File: config.mk
export PLATFORM = sky130hd
export DESIGN_NAME = dual_issue_gate
export DESIGN_NICKNAME = d
export VERILOG_FILES = /design/src/rtl/gate_pkg.sv /design/src/rtl/gate_shadow.sv /design/src/rtl/gate_ctrl.sv /design/src/rtl/dual_issue_gate.sv
export SDC_FILE = /design/constraint.sdc
export NUM_CORES = 1
export LEC_CHECK = 0
export BUFFER_PORTS_ARGS = -buffer_cell sky130_fd_sc_hd__buf_4
export CORE_MARGIN = 3
export CORE_UTILIZATION = 51
export DETAILED_ROUTE_END_ITERATION = 16
export PLACE_DENSITY = 0.81
export SETUP_SLACK_MARGIN = 0.5
export SYNTH_ARGS = -nofsm -noshare
export SYNTH_HDL_FRONTEND = slang
export SYNTH_SLANG_ARGS = --single-unit
File: constraint.sdc
create_clock -name clk -period 2.4 [get_ports clk]
set_input_delay 0.48 -clock clk [delete_from_list [all_inputs] [get_ports clk]]
set_output_delay 0.48 -clock clk [all_outputs]
set_load 0.02 [all_outputs]
File: src/rtl/gate_pkg.sv
package gate_pkg;
  localparam int NUM_UNITS = 3;

  localparam logic [1:0] UNIT_FX = 2'd0;
  localparam logic [1:0] UNIT_BF = 2'd1;
  localparam logic [1:0] UNIT_DF = 2'd2;

  localparam logic [1:0] PIPE_NONE = 2'b00;
  localparam logic [1:0] PIPE_S    = 2'b01;
  localparam logic [1:0] PIPE_T    = 2'b10;
  localparam logic [1:0] PIPE_ST   = 2'b11;

  // strobes from control to the shadow datapath
  typedef struct packed {
    logic       fire;
    logic [1:0] unit;
    logic       hold;
  } issue_strobe_t;

  // state reported back by the datapath
  typedef struct packed {
    logic [NUM_UNITS-1:0] busy;
    logic                 holding;
  } gate_status_t;

  // the spare unit code folds onto fixed-point
  function automatic logic [1:0] normUnit(input logic [1:0] code);
    return (code == 2'd3) ? UNIT_FX : code;
  endfunction
endpackage

File: src/rtl/gate_shadow.sv
module gate_shadow
  import gate_pkg::*;
#(
  parameter int FX_GAP      = 6,
  parameter int BF_GAP      = 13,
  parameter int DF_GAP      = 7,
  parameter int HOLD_CYCLES = 4
) (
  input  logic          clk,
  input  logic          rst,
  input  issue_strobe_t strobe,
  output gate_status_t  status
);
  localparam int HOLD_W = $clog2(HOLD_CYCLES + 1);

  // one draining shift register per execution unit
  for (genvar u = 0; u < NUM_UNITS; u++) begin : g_unit
    localparam int LEN = (u == 0) ? FX_GAP : (u == 1) ? BF_GAP : DF_GAP;
    logic [LEN-1:0] stages;
    logic           enter;

    assign enter = strobe.fire && (strobe.unit == 2'(u));

    always_ff @(posedge clk) begin
      if (rst) stages <= '0;
      else     stages <= {stages[LEN-2:0], enter};
    end

    assign status.busy[u] = |stages;
  end

  // remaining cycles during which both pipes stay occupied
  logic [HOLD_W-1:0] holdCnt;

  always_ff @(posedge clk) begin
    if (rst)                             holdCnt <= '0;
    else if (strobe.fire && strobe.hold) holdCnt <= HOLD_W'(HOLD_CYCLES - 1);
    else if (holdCnt != '0)              holdCnt <= holdCnt - 1'b1;
  end

  assign status.holding = (holdCnt != '0);
endmodule

File: src/rtl/gate_ctrl.sv
module gate_ctrl
  import gate_pkg::*;
(
  input  logic          s0Valid,
  input  logic [1:0]    s0Unit,
  input  logic          s0Both,
  input  logic          s0Branch,
  input  logic          s0Multi,
  input  logic          s0Fwd,
  input  logic          s1Valid,
  input  logic [1:0]    s1Unit,
  input  logic          s1Both,
  input  logic          s1Branch,
  input  logic          s1Multi,
  input  logic          s1Super,
  input  logic          s1Dep,
  input  gate_status_t  status,
  output logic          issue0,
  output logic          issue1,
  output logic [1:0]    pipe0,
  output logic [1:0]    pipe1,
  output logic          stall,
  output issue_strobe_t strobe
);
  logic [1:0]           unit0, unit1;
  logic [NUM_UNITS-1:0] ownMask;
  logic                 otherBusy;
  logic                 wide0, wide1;
  logic                 depOk, pairOk, slot0Ok;

  always_comb begin
    unit0     = normUnit(s0Unit);
    unit1     = normUnit(s1Unit);
    ownMask   = NUM_UNITS'(1) << unit0;
    otherBusy = |(status.busy & ~ownMask);
    wide0     = s0Both | s0Multi;
    wide1     = s1Both | s1Multi;

    slot0Ok = s0Valid && !status.holding && !otherBusy;

    depOk  = !s1Dep || (s0Fwd && s1Super);
    pairOk = slot0Ok && s1Valid && !wide0 && !wide1 &&
             (unit0 == unit1) && !(s0Branch && s1Branch) && depOk;

    issue0 = slot0Ok;
    issue1 = pairOk;
    pipe0  = !slot0Ok ? PIPE_NONE : (wide0 ? PIPE_ST : PIPE_S);
    pipe1  = pairOk ? PIPE_T : PIPE_NONE;
    stall  = s0Valid && !slot0Ok;

    strobe.fire = slot0Ok;
    strobe.unit = unit0;
    strobe.hold = slot0Ok && s0Multi;
  end
endmodule

File: src/rtl/dual_issue_gate.sv
module dual_issue_gate
  import gate_pkg::*;
#(
  parameter int FX_GAP      = 6,
  parameter int BF_GAP      = 13,
  parameter int DF_GAP      = 7,
  parameter int HOLD_CYCLES = 4
) (
  input  logic       clk,
  input  logic       rst,
  input  logic       s0Valid,
  input  logic [1:0] s0Unit,
  input  logic       s0Both,
  input  logic       s0Branch,
  input  logic       s0Multi,
  input  logic       s0Fwd,
  input  logic       s1Valid,
  input  logic [1:0] s1Unit,
  input  logic       s1Both,
  input  logic       s1Branch,
  input  logic       s1Multi,
  input  logic       s1Super,
  input  logic       s1Dep,
  output logic       issue0,
  output logic       issue1,
  output logic [1:0] pipe0,
  output logic [1:0] pipe1,
  output logic       stall
);
  issue_strobe_t strobe;
  gate_status_t  status;

  gate_ctrl u_ctrl (
    .s0Valid(s0Valid), .s0Unit(s0Unit), .s0Both(s0Both), .s0Branch(s0Branch),
    .s0Multi(s0Multi), .s0Fwd(s0Fwd),
    .s1Valid(s1Valid), .s1Unit(s1Unit), .s1Both(s1Both), .s1Branch(s1Branch),
    .s1Multi(s1Multi), .s1Super(s1Super), .s1Dep(s1Dep),
    .status(status),
    .issue0(issue0), .issue1(issue1), .pipe0(pipe0), .pipe1(pipe1),
    .stall(stall), .strobe(strobe)
  );

  gate_shadow #(
    .FX_GAP(FX_GAP), .BF_GAP(BF_GAP), .DF_GAP(DF_GAP), .HOLD_CYCLES(HOLD_CYCLES)
  ) u_shadow (
    .clk(clk), .rst(rst), .strobe(strobe), .status(status)
  );
endmodule

==> flow_metrics.tcl <==
set metrics [dict create \
    cts.sinks 29 \
    met1_usage_pct 20.4 \
    drt_iter0_drc 10 \
    dp_cells 147 \
    fin_cells 162 \
    dieArea_um2 2720 \
    grt_max_degree 31 \
    use_met2_pct 27.6 \
    io_pins 24 \
    clock_skew_ns 0.00222 \
    holdPathEnd "u_shadow.g_unit[2].stages[1]$_SDFF_PP0_" \
    cts_tree "done" \
    die_h_um 52.1 \
    die_w_um 52.1 \
    ys_seq_area_share_pct 53.5 \
    ir_worst_vdd_mv 0.597 \
    hold_viol_final 0 \
    drt-total-wl_um 2070 \
    worstSetupPathType "reg -> out" \
    top_usage_layer "met2" \
    drv_slew 0 \
    ys.warnings.count 0 \
    start_util_pct 54.8 \
    syn_area_um2 1090 \
    mappedNetlistNets 125 \
    overflow 0 \
    rrSetupSlack_ns 0.85 \
    synth.avg_cell_area_um2 10.4 \
    worstSetupStartpointType "register" \
    grt_pass1_vias 814 \
    tns_ns 0 \
    gp_congestion 0.689 \
    reg2reg_to "u_shadow.g_unit[0].stages[0]$_SDFF_PP0_" \
    power.static_leakage_nw 0.630 \
    grt_setup_unrepaired "true" \
    port_buffers 22 \
    hpwl_um 1310 \
    min_period_over_period_pct 94.3 \
    drc 0 \
    hp-start "u_shadow.g_unit[2].stages[0]$_SDFF_PP0_" \
    pwr_density_cell_nw_per_um2 833 \
    worstPathMaxFanout 5 \
    maxCapViolCount 0 \
    syn_inst 104 \
    wire_per_inst_um 12.8 \
    hold_path_class "reg -> reg" \
    worstSetupEndpointType "output port" \
    antenna_found_initial 0 \
    drive_gt1_share_pct 41.5 \
    clk_pin_slew_ns 0.08 \
    clockBufferDepth 2 \
    firstDrtPassIters 4 \
    clock_latency_ns 0.31 \
    critPathArrivalTime_ns 1.78 \
    ys_ff_latch 29 \
    hold_depth 1 \
    grt_pass1_wl_um 3370 \
    ant_nets 0 \
    core_area_um2 1980 \
    num_antenna_cells 0 \
    final_common_cell "dfxtp_1" \
    track_usage_pct 17.4 \
    regToRegStartpoint "u_shadow.g_unit[1].stages[12]$_SDFF_PP0_" \
    numCtsBuffers 5 \
    synthToLayoutAreaGrowth_pct 39.9 \
    synth_cell_types 30 \
    use_met3_pct 7.45 \
    rows 16 \
    setup_viol 0 \
    fin_hold_ws_ns 0.470 \
    period_needed_ns 2.26 \
    status "finished, final reports clean" \
    nNetsFinal 156 \
    mostFrequentLayoutCells "dfxtp_1, nor2b_1, buf_4" \
    rr_worst_depth 6 \
    postLayoutCoreUtil_pct 76.6 \
    num_vias 810 \
    required_ns 1.92 \
    root_buffer "clkbuf_4" \
    max_freq_mhz 442 \
    h-tree-depth 2 \
    vias_per_cell 5.00 \
]
-- per-layer routing --
metal | vias up | part of all wire, %
met5 | - | 0
met4 | 0 | 1.5
met3 | 3 | 6.6
met2 | 33 | 48
met1 | 367 | 44
li1 | 407 | -
-- metrics by stage --
stage          instance area (µm²)  setup WS, ns  total power, W
2_1_floorplan                 1120         0.129        0.000758
3_3_place_gp                  1280         0.105        0.000825
3_5_place_dp                  1280        0.0927        0.000835
4_1_cts                       1470        0.0703         0.00123
5_1_grt                       1520        0.0425         0.00133
6_report                      1520         0.137         0.00127
-- Yosys cell counts (all sizes together) --
| master | number | area share (%) |
|---|---|---|
| and3 | 1 | 0.58 |
| and2b | 1 | 0.69 |
| xnor2 | 1 | 0.81 |
| a41oi | 1 | 0.81 |
| ha | 4 | 4.6 |
| and3b | 1 | 0.81 |
| nor3 | 4 | 2.9 |
| nand3 | 1 | 0.46 |
| inv | 5 | 1.7 |
| clkbuf | 3 | 1.0 |
| o21a | 1 | 0.69 |
| conb | 1 | 0.35 |
| nor4 | 5 | 2.9 |
| nand2 | 2 | 0.69 |
| buf | 3 | 2.1 |
| nor2 | 3 | 1.0 |
| nor4b | 2 | 1.6 |
| a211oi | 1 | 0.69 |
| o21ai | 1 | 0.46 |
| dfxtp | 29 | 53 |
| nor2b | 25 | 14 |
| o21bai | 1 | 0.69 |
| mux2i | 1 | 0.92 |
| a21oi | 1 | 0.46 |
| maj3 | 1 | 0.92 |
| mux2 | 1 | 1.0 |
| o2111ai | 1 | 0.81 |
| o2bb2ai | 2 | 1.6 |
| nand4b | 1 | 0.81 |
-- kinds of logic after synthesis --
logic type | count (synthesis) | share of synthesized area [%]
AND/OR/NAND/NOR | 46 | 26.8
flip-flops | 29 | 53.5
buffers and inverters | 11 | 4.84
AO/OA/AOI/OAI | 9 | 6.22
adder cells (fa/ha/maj) | 5 | 5.53
multiplexers | 2 | 1.96
other | 1 | 0.345
XOR/XNOR | 1 | 0.807
-- flip-flops by register name, summed over array words and instances, names as in the netlist --
signal	flops
u_shadow.holdCnt	3
u_shadow.g_unit.stages	26
-- critical path, cell delays in order, from the launching register on --
cell and delay, ns:
dfxtp_1 0.33, nor4_4 0.28, a41oi_2 0.21, nor3_4 0.30
and3_4 0.24, buf_6 0.11
-- repair_timing --
item	CTS	global route
pin swaps	5	5
setup buffers	5	3
hold buffers	0	0
gates resized for setup	19	7
endpoints found under the setup margin	6	6
-- how the worst max path moves through the flow --
stage                                                   startpoint        to  slack, ns  cells past startpoint
after floorplan                                          s0Unit[0]  pipe1[1]       0.13                      7
after global placement                                   s0Unit[0]    issue1       0.10                      8
after detailed placement                                 s0Unit[0]  pipe1[1]       0.09                      8
after CTS                  u_shadow.g_unit[0].stages[4]$_SDFF_PP0_  pipe1[1]       0.07                      5
after global routing       u_shadow.g_unit[1].stages[4]$_SDFF_PP0_  pipe1[1]       0.04                      5
final                     u_shadow.g_unit[1].stages[12]$_SDFF_PP0_  pipe1[1]       0.14                      5
-- area by class of cell --
cell class | instances | area (µm²)
tap | 27 | 33.8
multi-input combinational | 64 | 572
timing repair buffer | 30 | 248
fill | 118 | 463
inverter | 5 | 26.3
clock buffer | 7 | 55.1
sequential | 29 | 584
-- report_power, final --
group / internal (W) / leakage [nW] / switching [W] / total, W
clock network: 0.000138 / 0.0314 / 0.000151 / 0.000289
logic: 0.000250 / 0.362 / 0.000197 / 0.000446
registers: 0.000512 / 0.236 / 0.0000176 / 0.000530
Power figures use the tool's default switching activity.
